<file path="config.mk">
export PLATFORM = sky130hd
export DESIGN_NAME = stack_ptr_unit
export DESIGN_NICKNAME = d
export VERILOG_FILES = /design/src/rtl/sp_pkg.sv /design/src/rtl/sp_seq.sv /design/src/rtl/sp_reg.sv /design/src/rtl/sp_io.sv /design/src/rtl/stack_ptr_unit.sv
export SDC_FILE = /design/constraint.sdc
export NUM_CORES = 1
export LEC_CHECK = 0
export BUFFER_PORTS_ARGS = -buffer_cell sky130_fd_sc_hd__buf_2
export CAP_MARGIN = 20
export CELL_PAD_IN_SITES_DETAIL_PLACEMENT = 1
export CELL_PAD_IN_SITES_GLOBAL_PLACEMENT = 2
export CORE_MARGIN = 1
export CORE_UTILIZATION = 30
export CTS_BUF_LIST = sky130_fd_sc_hd__clkbuf_8
export CTS_CLUSTER_DIAMETER = 30
export DETAILED_ROUTE_END_ITERATION = 12
export HOLD_SLACK_MARGIN = 0.05
export PLACE_DENSITY = 0.86
export SLEW_MARGIN = 20
export SYNTH_ARGS = -nofsm -noshare
export SYNTH_HDL_FRONTEND = slang
export SYNTH_HIERARCHICAL = 1
export SYNTH_SLANG_ARGS = --single-unit
export TNS_END_PERCENT = 30
</file>
<file path="constraint.sdc">
create_clock -name clk -period 4.25 [get_ports clk]
set_input_delay 0 -clock clk [delete_from_list [all_inputs] [get_ports clk]]
set_output_delay 0 -clock clk [all_outputs]
set_load 0.02 [all_outputs]
</file>
<file path="src/rtl/sp_pkg.sv">
package sp_pkg;

    localparam int unsigned ADDR_W = 16;
    localparam logic [ADDR_W-1:0] STACK_FLOOR = 16'h0060;

    // one stack step per cycle
    typedef enum logic [2:0] {
        ST_NONE,
        ST_PUSH,
        ST_POP,
        ST_CALL_LO,
        ST_CALL_HI,
        ST_RET_HI,
        ST_RET_LO
    } step_e;

    typedef enum logic [1:0] {
        PH_IDLE,
        PH_CALL2,
        PH_RET2
    } phase_e;

    typedef struct packed {
        logic dec;   // pointer steps down after this cycle
        logic inc;   // pointer steps up after this cycle
        logic wr;    // memory write at current pointer
        logic rd;    // memory read
        logic pre;   // address is pointer plus one
        logic hi;    // return-address high byte
    } step_ctl_t;

    function automatic step_ctl_t step_ctl(input step_e s);
        step_ctl_t c;
        c = '0;
        case (s)
            ST_PUSH:    begin c.dec = 1'b1; c.wr = 1'b1; end
            ST_POP:     begin c.inc = 1'b1; c.rd = 1'b1; c.pre = 1'b1; end
            ST_CALL_LO: begin c.dec = 1'b1; c.wr = 1'b1; end
            ST_CALL_HI: begin c.dec = 1'b1; c.wr = 1'b1; c.hi = 1'b1; end
            ST_RET_HI:  begin c.inc = 1'b1; c.rd = 1'b1; c.pre = 1'b1; c.hi = 1'b1; end
            ST_RET_LO:  begin c.inc = 1'b1; c.rd = 1'b1; c.pre = 1'b1; end
            default:    c = '0;
        endcase
        return c;
    endfunction

endpackage

</file>
<file path="src/rtl/sp_seq.sv">
module sp_seq
    import sp_pkg::*;
(
    input  logic  clk,
    input  logic  rst,
    input  logic  push,
    input  logic  pop,
    input  logic  call,
    input  logic  ret,
    output step_e step,
    output logic  busy
);

    phase_e phase_q, phase_d;

    always_comb begin
        step    = ST_NONE;
        phase_d = PH_IDLE;
        case (phase_q)
            PH_CALL2: step = ST_CALL_HI;
            PH_RET2:  step = ST_RET_LO;
            default: begin
                if (call) begin
                    step    = ST_CALL_LO;
                    phase_d = PH_CALL2;
                end else if (ret) begin
                    step    = ST_RET_HI;
                    phase_d = PH_RET2;
                end else if (push) begin
                    step = ST_PUSH;
                end else if (pop) begin
                    step = ST_POP;
                end
            end
        endcase
    end

    always_ff @(posedge clk) begin
        if (rst) phase_q <= PH_IDLE;
        else     phase_q <= phase_d;
    end

    assign busy = (phase_q != PH_IDLE);

    // call strobe while idle is followed by the high-byte write
    a_r4_call_second: assert property (@(posedge clk) disable iff (rst)
        (!busy && call) |=> (busy && step == ST_CALL_HI));

    // return strobe while idle is followed by the low-byte read
    a_r5_ret_second: assert property (@(posedge clk) disable iff (rst)
        (!busy && !call && ret) |=> (busy && step == ST_RET_LO));

    // the second cycle never starts another two-cycle operation
    a_r6_busy_single: assert property (@(posedge clk) disable iff (rst)
        busy |=> !busy);

endmodule

</file>
<file path="src/rtl/sp_reg.sv">
module sp_reg
    import sp_pkg::*;
#(
    parameter int unsigned SP_W = 10
) (
    input  logic            clk,
    input  logic            rst,
    input  step_ctl_t       ctl,
    input  logic            io_we,
    input  logic            lo_hit,
    input  logic            hi_hit,
    input  logic [7:0]      io_wdata,
    output logic [SP_W-1:0] sp_q
);

    localparam int unsigned HI_W = SP_W - 8;

    logic [SP_W-1:0] sp_d;
    logic            io_touch;

    assign io_touch = io_we && (lo_hit || hi_hit);

    // software write takes precedence over a stack step
    always_comb begin
        sp_d = sp_q;
        if (io_we && lo_hit)
            sp_d[7:0] = io_wdata;
        else if (io_we && hi_hit)
            sp_d[SP_W-1:8] = io_wdata[HI_W-1:0];
        else if (ctl.dec)
            sp_d = sp_q - 1'b1;
        else if (ctl.inc)
            sp_d = sp_q + 1'b1;
    end

    always_ff @(posedge clk) begin
        if (rst) sp_q <= '0;
        else     sp_q <= sp_d;
    end

    // decrementing step lowers the pointer by one
    a_r2_step_down: assert property (@(posedge clk) disable iff (rst)
        (ctl.dec && !io_touch) |=> (sp_q == SP_W'($past(sp_q) - 1'b1)));

    // incrementing step raises the pointer by one
    a_r3_step_up: assert property (@(posedge clk) disable iff (rst)
        (ctl.inc && !io_touch) |=> (sp_q == SP_W'($past(sp_q) + 1'b1)));

    // low-byte write lands and leaves upper bits alone
    a_r8_lo_write: assert property (@(posedge clk) disable iff (rst)
        (io_we && lo_hit) |=> (sp_q[7:0] == $past(io_wdata) &&
                               sp_q[SP_W-1:8] == $past(sp_q[SP_W-1:8])));

    // a write outside the pointer bytes with no step keeps the pointer
    a_r8_other_write: assert property (@(posedge clk) disable iff (rst)
        (!io_touch && !ctl.dec && !ctl.inc) |=> $stable(sp_q));

endmodule

</file>
<file path="src/rtl/sp_io.sv">
module sp_io #(
    parameter int unsigned SP_W    = 10,
    parameter int unsigned IO_AW   = 6,
    parameter logic [IO_AW-1:0] LO_ADDR = 6'h3D,
    parameter logic [IO_AW-1:0] HI_ADDR = 6'h3E
) (
    input  logic             clk,
    input  logic             rst,
    input  logic [IO_AW-1:0] io_addr,
    input  logic [SP_W-1:0]  sp_q,
    output logic             lo_hit,
    output logic             hi_hit,
    output logic [7:0]       rdata
);

    localparam int unsigned HI_W = SP_W - 8;

    assign lo_hit = (io_addr == LO_ADDR);
    assign hi_hit = (io_addr == HI_ADDR);

    always_comb begin
        rdata = 8'h00;
        if (lo_hit)      rdata = sp_q[7:0];
        else if (hi_hit) rdata = 8'(sp_q[SP_W-1:8]);
    end

    // bits beyond the implemented width read as zero
    a_r9_upper_zero: assert property (@(posedge clk) disable iff (rst)
        hi_hit |-> ((16'(rdata) >> HI_W) == 16'h0000));

    // unmapped addresses read zero
    a_r8_unmapped_zero: assert property (@(posedge clk) disable iff (rst)
        (!lo_hit && !hi_hit) |-> (rdata == 8'h00));

endmodule

</file>
<file path="src/rtl/stack_ptr_unit.sv">
module stack_ptr_unit
    import sp_pkg::*;
#(
    parameter int unsigned SP_W  = 10,
    parameter int unsigned IO_AW = 6
) (
    input  logic              clk,
    input  logic              rst,
    input  logic              op_push,
    input  logic              op_pop,
    input  logic              op_call,
    input  logic              op_ret,
    input  logic [IO_AW-1:0]  io_addr,
    input  logic              io_we,
    input  logic [7:0]        io_wdata,
    output logic [7:0]        io_rdata,
    output logic [ADDR_W-1:0] stk_addr,
    output logic              stk_we,
    output logic              stk_re,
    output logic              stk_hi_byte,
    output logic              stk_busy,
    output logic              below_floor
);

    // SP_W is meant to lie between 9 and 16

    step_e           step;
    step_ctl_t       ctl;
    logic [SP_W-1:0] sp_q;
    logic [SP_W-1:0] sp_up;
    logic [SP_W-1:0] sp_dn;
    logic            lo_hit, hi_hit;

    sp_seq u_seq (
        .clk  (clk),
        .rst  (rst),
        .push (op_push),
        .pop  (op_pop),
        .call (op_call),
        .ret  (op_ret),
        .step (step),
        .busy (stk_busy)
    );

    assign ctl = step_ctl(step);

    sp_io #(.SP_W(SP_W), .IO_AW(IO_AW)) u_io (
        .clk     (clk),
        .rst     (rst),
        .io_addr (io_addr),
        .sp_q    (sp_q),
        .lo_hit  (lo_hit),
        .hi_hit  (hi_hit),
        .rdata   (io_rdata)
    );

    sp_reg #(.SP_W(SP_W)) u_reg (
        .clk      (clk),
        .rst      (rst),
        .ctl      (ctl),
        .io_we    (io_we),
        .lo_hit   (lo_hit),
        .hi_hit   (hi_hit),
        .io_wdata (io_wdata),
        .sp_q     (sp_q)
    );

    assign sp_up       = sp_q + 1'b1;
    assign sp_dn       = sp_q - 1'b1;
    assign stk_addr    = ADDR_W'(ctl.pre ? sp_up : sp_q);
    assign stk_we      = ctl.wr;
    assign stk_re      = ctl.rd;
    assign stk_hi_byte = ctl.hi;
    assign below_floor = ctl.dec && (ADDR_W'(sp_dn) < STACK_FLOOR);

    // never read and write in one cycle
    a_r11_excl: assert property (@(posedge clk) disable iff (rst)
        !(stk_we && stk_re));

    // the floor flag only accompanies a write step
    a_r10_floor_on_write: assert property (@(posedge clk) disable iff (rst)
        below_floor |-> stk_we);

    // the high-byte write of a call sits one below the low-byte write
    a_r4_call_addr: assert property (@(posedge clk) disable iff (rst)
        (stk_we && !stk_hi_byte && !stk_busy && op_call) |=>
            (stk_addr == ADDR_W'(SP_W'($past(stk_addr) - 1'b1))));

endmodule

</file>
==> results.json, run 1 <==
{
  "finClkSkew_ps": 5.448,
  "ys_seq_area_share_pct": 14.11,
  "multi_input_area_um2": 1301,
  "hp-class": "in -> reg",
  "cts_setup_buffers": 0,
  "p_leak_nw": 0.8773,
  "critPathMaxFanout": 14,
  "synthesis.instances": 220,
  "clock_latency_ps": 240,
  "via_count": 1783,
  "async_flop_share_pct": 0,
  "place_area_um2": 1922,
  "hold_ws_ps": 58.33,
  "power.density_nw_per_um2": 517.6,
  "gr-total-overflow": 0,
  "fillers": 705,
  "antenna_left": 0,
  "status": "completed",
  "ys_seq_elements": 12,
  "ys_warn_count": 6,
  "synth_edf_count": 0,
  "rows": 27,
  "drc": 0,
  "place_congestion": 0.8423,
  "final_common_cell": "buf_2",
  "power_mw": 1.049,
  "start_util_pct": 31.12,
  "maxSlewViolCount": 0,
  "synth_area_um2": 1703,
  "seq_area_um2": 240.2,
  "hpwl_um": 3893,
  "track_usage_pct": 17.00,
  "maxSlewHeadroom_pct": 65.59,
  "cts.sinks": 12,
  "arrival_ps": 3700,
  "h-tree-depth": 1,
  "clockBufferDepth": 2,
  "root_buffer": "clkbuf_8",
  "fin_nets": 301,
  "design.core.area_um2": 5473,
  "synth-main-ff-cell": "dfxtp_1",
  "diodes": 0,
  "final_design_area_no_fill_um2": 2027,
  "antenna_found_initial": 0,
  "grt_first_pass_wirelength_um": 8259,
  "worst_pin_slew_ps": 514.9,
  "tns_ps": 0,
  "wl_per_cell_um": 14.96,
  "cts_tree": "yes",
  "postSynthAreaPerCell_um2": 7.740,
  "path_class": "reg -> reg",
  "finalWirelength_um": 5042,
  "via_per_inst": 5.291,
  "drive_above_1_share_pct": 23.40,
  "grt_max_degree": 15,
  "fin_crit_sh_pct": 82.77,
  "crit_path_end_kind": "flop",
  "period_needed_ps": 3518,
  "setup_violations": 0,
  "finish.utilization_pct": 37.04,
  "dieArea_um2": 5981,
  "grt_pass1_vias": 1760,
  "hold_viol": 0,
  "cts-buffers-inserted": 3,
  "dr.pass1.iters": 4,
  "rsz0062_at_grt": "no",
  "worstPathRequired_ps": 4430,
  "ios": 50,
  "max-vdd-ir-drop_uv": 167.2,
  "fp.dieW_um": 77.34,
  "fp.dieH_um": 77.34,
  "area_growth_pct": 19.03,
  "clk_pin_slew_ps": 60,
  "synth_cell_types": 61,
  "final_cell_mix": "buf_2 (43), nor3_1 (18), nand2_1 (17)",
  "port_buffers": 43,
  "start_kind": "flop",
  "maxCapViolations": 0,
  "drtIter0Drc": 38,
  "max_freq_ghz": 0.2843
}
==> cells in the mapped netlist, types with 2 or more instances <==
| cell | number | area share, % |
|---|---|---|
| and4_1 | 2 | 1.0 |
| nor4b_1 | 2 | 1.0 |
| o21ai_0 | 14 | 4.1 |
| dfxtp_1 | 12 | 14 |
| nor2_1 | 15 | 3.3 |
| nand3_1 | 2 | 0.59 |
| inv_1 | 16 | 3.5 |
| and2b_1 | 2 | 0.88 |
| nand2b_1 | 2 | 0.73 |
| o211ai_1 | 5 | 2.2 |
| nand2_1 | 17 | 3.7 |
| nor2b_1 | 2 | 0.73 |
| a21oi_1 | 12 | 3.5 |
| a21o_1 | 3 | 1.3 |
| a211oi_1 | 6 | 2.6 |
| nand3b_1 | 5 | 2.2 |
| ha_1 | 13 | 9.6 |
| a32o_1 | 2 | 1.2 |
| and2_1 | 3 | 1.1 |
| buf_2 | 3 | 0.88 |
| buf_4 | 6 | 2.6 |
| o2111ai_1 | 5 | 2.6 |
| mux2i_1 | 2 | 1.2 |
| a31oi_1 | 3 | 1.1 |
| buf_6 | 2 | 1.3 |
| xnor2_1 | 12 | 6.2 |
| nor3_1 | 18 | 5.3 |
==> final cells by class <==
class,count,area share [%]
timing repair buffer,50,13.83
tap,72,4.444
multi-input combinational,183,64.20
inverter,16,2.963
clock buffer,4,2.716
sequential,12,11.85
==> sequential cells by signal, indices dropped and copies added, names as in the netlist <==
signal	cells
u_reg/sp_q	10
u_seq/phase_q	2
==> logic make-up (layout without fill, tap and decap cells) <==
logic type,count (synthesis),count (layout),share of synthesized area (%)
adder cells (fa/ha/maj),14,14,10.73
multiplexers,4,4,2.498
XOR/XNOR,13,13,6.686
AND/OR/NAND/NOR,83,83,27.70
buffers and inverters,30,70,10.58
flip-flops,12,12,14.11
other,1,6,0.2202
AO/OA/AOI/OAI,63,63,27.48
==> worst paths after layout <==
kind,startpoint,end,slack (ps),cells after the start
setup reg to reg,u_seq/phase_q[0]$_SDFF_PP0_,u_reg/sp_q[6]$_SDFFE_PP0P_,730,11
hold / removal,io_wdata[0],u_reg/sp_q[0]$_SDFFE_PP0P_,60,3
setup / recovery,u_seq/phase_q[0]$_SDFF_PP0_,u_reg/sp_q[6]$_SDFFE_PP0P_,730,11
hold reg to reg,u_seq/phase_q[0]$_SDFF_PP0_,u_seq/phase_q[0]$_SDFF_PP0_,580,2
==> worst max-delay path, cell delays in order, from the launching register on <==
cell	delay [ps]
dfxtp_1	340
inv_1	60
ha_1	370
o41ai_2	410
nor3b_1	110
or2_2	460
fa_1	530
a211oi_2	270
nor2_1	110
or4b_1	470
a21oi_1	140
o221a_2	190
==> power by group <==
part           total [mW]  internal, mW  switching [mW]
Combinational       0.661         0.288           0.374
Clock               0.127        0.0819          0.0455
Sequential          0.261         0.150           0.111
Total                1.05         0.519           0.530
==> repair_timing <==
action / in CTS / in global routing
resized for setup: 0 / 0
hold buffers: 5 / 0
hold endpoints to repair: 5 / 0
==> stage by stage <==
| stage | std cells | setup slack [ps] |
|---|---|---|
| after floorplan | 225 | 965.7 |
| after global placement | 328 | 885.1 |
| after detailed placement | 328 | 777.0 |
| after CTS | 337 | 734.8 |
| after global routing | 337 | 535.6 |
| final | 337 | 732.1 |
==> layer usage <==
layer / track usage [%] / up-vias / wire length [um]
li1: - / 889 / -
met1: 19.67 / 849 / 2208
met2: 33.45 / 43 / 2659
met3: 1.176 / 2 / 145
met4: 3.774 / 0 / 28
met5: 0 / - / 0
Power figures use the tool's default switching activity.
==> run 2: changes to the inputs <==
clock period = 3.6 ns   (was 4.25 ns; I/O delays follow)
==> results.json, run 2 (same netlist as run 1, synthesis figures left out) <==
{
  "finClkSkew_ps": 9.074,
  "clockBufferDepth": 2,
  "fillers": 714,
  "h-tree-depth": 1,
  "ios": 50,
  "drive_above_1_share_pct": 24.72,
  "crit_chain": "inv_1 > ha_2 > mux2i_2 > o41ai_4 > nor3b_1 > or2_2 > buf_4 > ha_1 > a211oi_2 > nor2_1 > or4b_1 > a21oi_1 > o221a_2",
  "track_usage_pct": 17.24,
  "rsz0062_at_grt": "no",
  "maxSlewViolCount": 0,
  "antenna_found_initial": 0,
  "grt_max_degree": 14,
  "regMostFlops": "u_reg/sp_q",
  "hold_ws_ps": 59.46,
  "power_mw": 1.227,
  "final_cell_mix": "buf_2 (43), nor3_1 (18), nand2_1 (17)",
  "final_common_cell": "buf_2",
  "fin_nets": 304,
  "fp.dieW_um": 77.34,
  "cpMaxStageDelayCell": "or4b_1",
  "cts.sinks": 12,
  "setup_violations": 0,
  "design.core.area_um2": 5473,
  "root_buffer": "clkbuf_8",
  "gr-total-overflow": 0,
  "tns_ps": 0,
  "via_count": 1827,
  "place_congestion": 0.9040,
  "fp.dieH_um": 77.34,
  "grt_pass1_vias": 1823,
  "antenna_left": 0,
  "hold_viol": 0,
  "start_util_pct": 31.12,
  "reg.largest.list": "u_reg/sp_q (10), u_seq/phase_q (2)",
  "crit_path_end_kind": "flop",
  "rows": 27,
  "multi_input_area_um2": 1319,
  "drc": 0,
  "max-vdd-ir-drop_uv": 159.4,
  "seq_area_um2": 240.2,
  "path_class": "reg -> reg",
  "maxCapViolations": 0,
  "arrival_ps": 3560,
  "clock_latency_ps": 240,
  "port_buffers": 43,
  "area_growth_pct": 20.57,
  "stdcell_count": 339,
  "critPathBufInv": 2,
  "wl_per_cell_um": 15.04,
  "reg2reg_slack_ps": 220,
  "dr.pass1.iters": 4,
  "power.density_nw_per_um2": 597.7,
  "via_per_inst": 5.389,
  "fin_crit_sh_pct": 93.93,
  "drtIter0Drc": 39,
  "slowest_delay_ps": 480,
  "diodes": 0,
  "dieArea_um2": 5981,
  "hp-class": "in -> reg",
  "clk_pin_slew_ps": 60,
  "start_kind": "flop",
  "hpwl_um": 3977,
  "cts-buffers-inserted": 3,
  "cts_tree": "yes",
  "largest_reg_flops": 10,
  "status": "completed",
  "worstPathRequired_ps": 3780,
  "maxSlewHeadroom_pct": 65.39,
  "cp_top_family": "simple AND/OR/NAND/NOR gates",
  "worst_pin_slew_ps": 518.4,
  "grt_first_pass_wirelength_um": 8328,
  "period_needed_ps": 3382,
  "finish.utilization_pct": 37.52,
  "critPathMaxFanout": 12,
  "max_freq_ghz": 0.2957,
  "finalWirelength_um": 5097,
  "dpl.cell_count": 331,
  "p_leak_nw": 0.8893
}
==> run 2: cell types whose count changed in the layout (fill, tap and decap cells not counted) <==
| cell | change |
|---|---|
| ha_1 | -1 |
| clkbuf_8 | -1 |
| mux2i_1 | -1 |
| buf_4 | +3 |
| mux2i_2 | +1 |
| o41ai_2 | -1 |
| o41ai_4 | +1 |
| ha_2 | +1 |
==> run 2: report_power, final <==
group / internal [mW] / total, mW / leakage (nW) / switching (mW)
Sequential: 0.177 / 0.307 / 0.0994 / 0.130
Clock: 0.0737 / 0.125 / 0.0216 / 0.0509
Combinational: 0.348 / 0.796 / 0.768 / 0.447
Total: 0.599 / 1.23 / 0.889 / 0.628
==> run 2: per-stage QoR <==
step | setup WS (ps) | area, um^2
2_1_floorplan | 315.7 | 1722
5_1_grt | 21.85 | 2053
3_3_place_gp | 304.2 | 1944
3_5_place_dp | 162.1 | 1944
6_report | 218.5 | 2053
4_1_cts | 140.8 | 2036
==> run 2: layer usage <==
layer	wire, um	track usage (%)	share of wire (%)	vias up
li1	-	-	-	890
met1	2235	19.93	44	883
met2	2575	33.36	51	46
met3	215	1.412	4.2	8
met4	70	4.717	1.4	0
met5	0	0	0	-
==> run 2: final timing paths <==
| check | to | depth (start not counted) | start |
|---|---|---|---|
| worst min-delay path | u_reg/sp_q[0]$_SDFFE_PP0P_ | 3 | io_wdata[0] |
| worst min register to register | u_seq/phase_q[0]$_SDFF_PP0_ | 2 | u_seq/phase_q[0]$_SDFF_PP0_ |
| worst max register to register | u_reg/sp_q[6]$_SDFFE_PP0P_ | 13 | u_seq/phase_q[0]$_SDFF_PP0_ |
| worst max-delay path | u_reg/sp_q[6]$_SDFFE_PP0P_ | 13 | u_seq/phase_q[0]$_SDFF_PP0_ |
==> run 2: what timing repair did <==
item	4_1_cts	5_1_grt
resized for setup	0	3
endpoints found under the hold margin	5	0
hold buffers	5	0
setup endpoints to repair	0	1
setup buffers	0	0
==> run 2: cell type report <==
type                       instances  area share (%)
clock buffer                       3           2.011
tap                               72           4.388
sequential                        12           11.70
multi-input combinational        183           64.23
timing repair buffer              53           14.75
inverter                          16           2.925
==> run 2: tightest hold or removal path, stage by stage <==
cell and delay (ps):
buf_2 100, nor2_1 100, a211oi_1 50
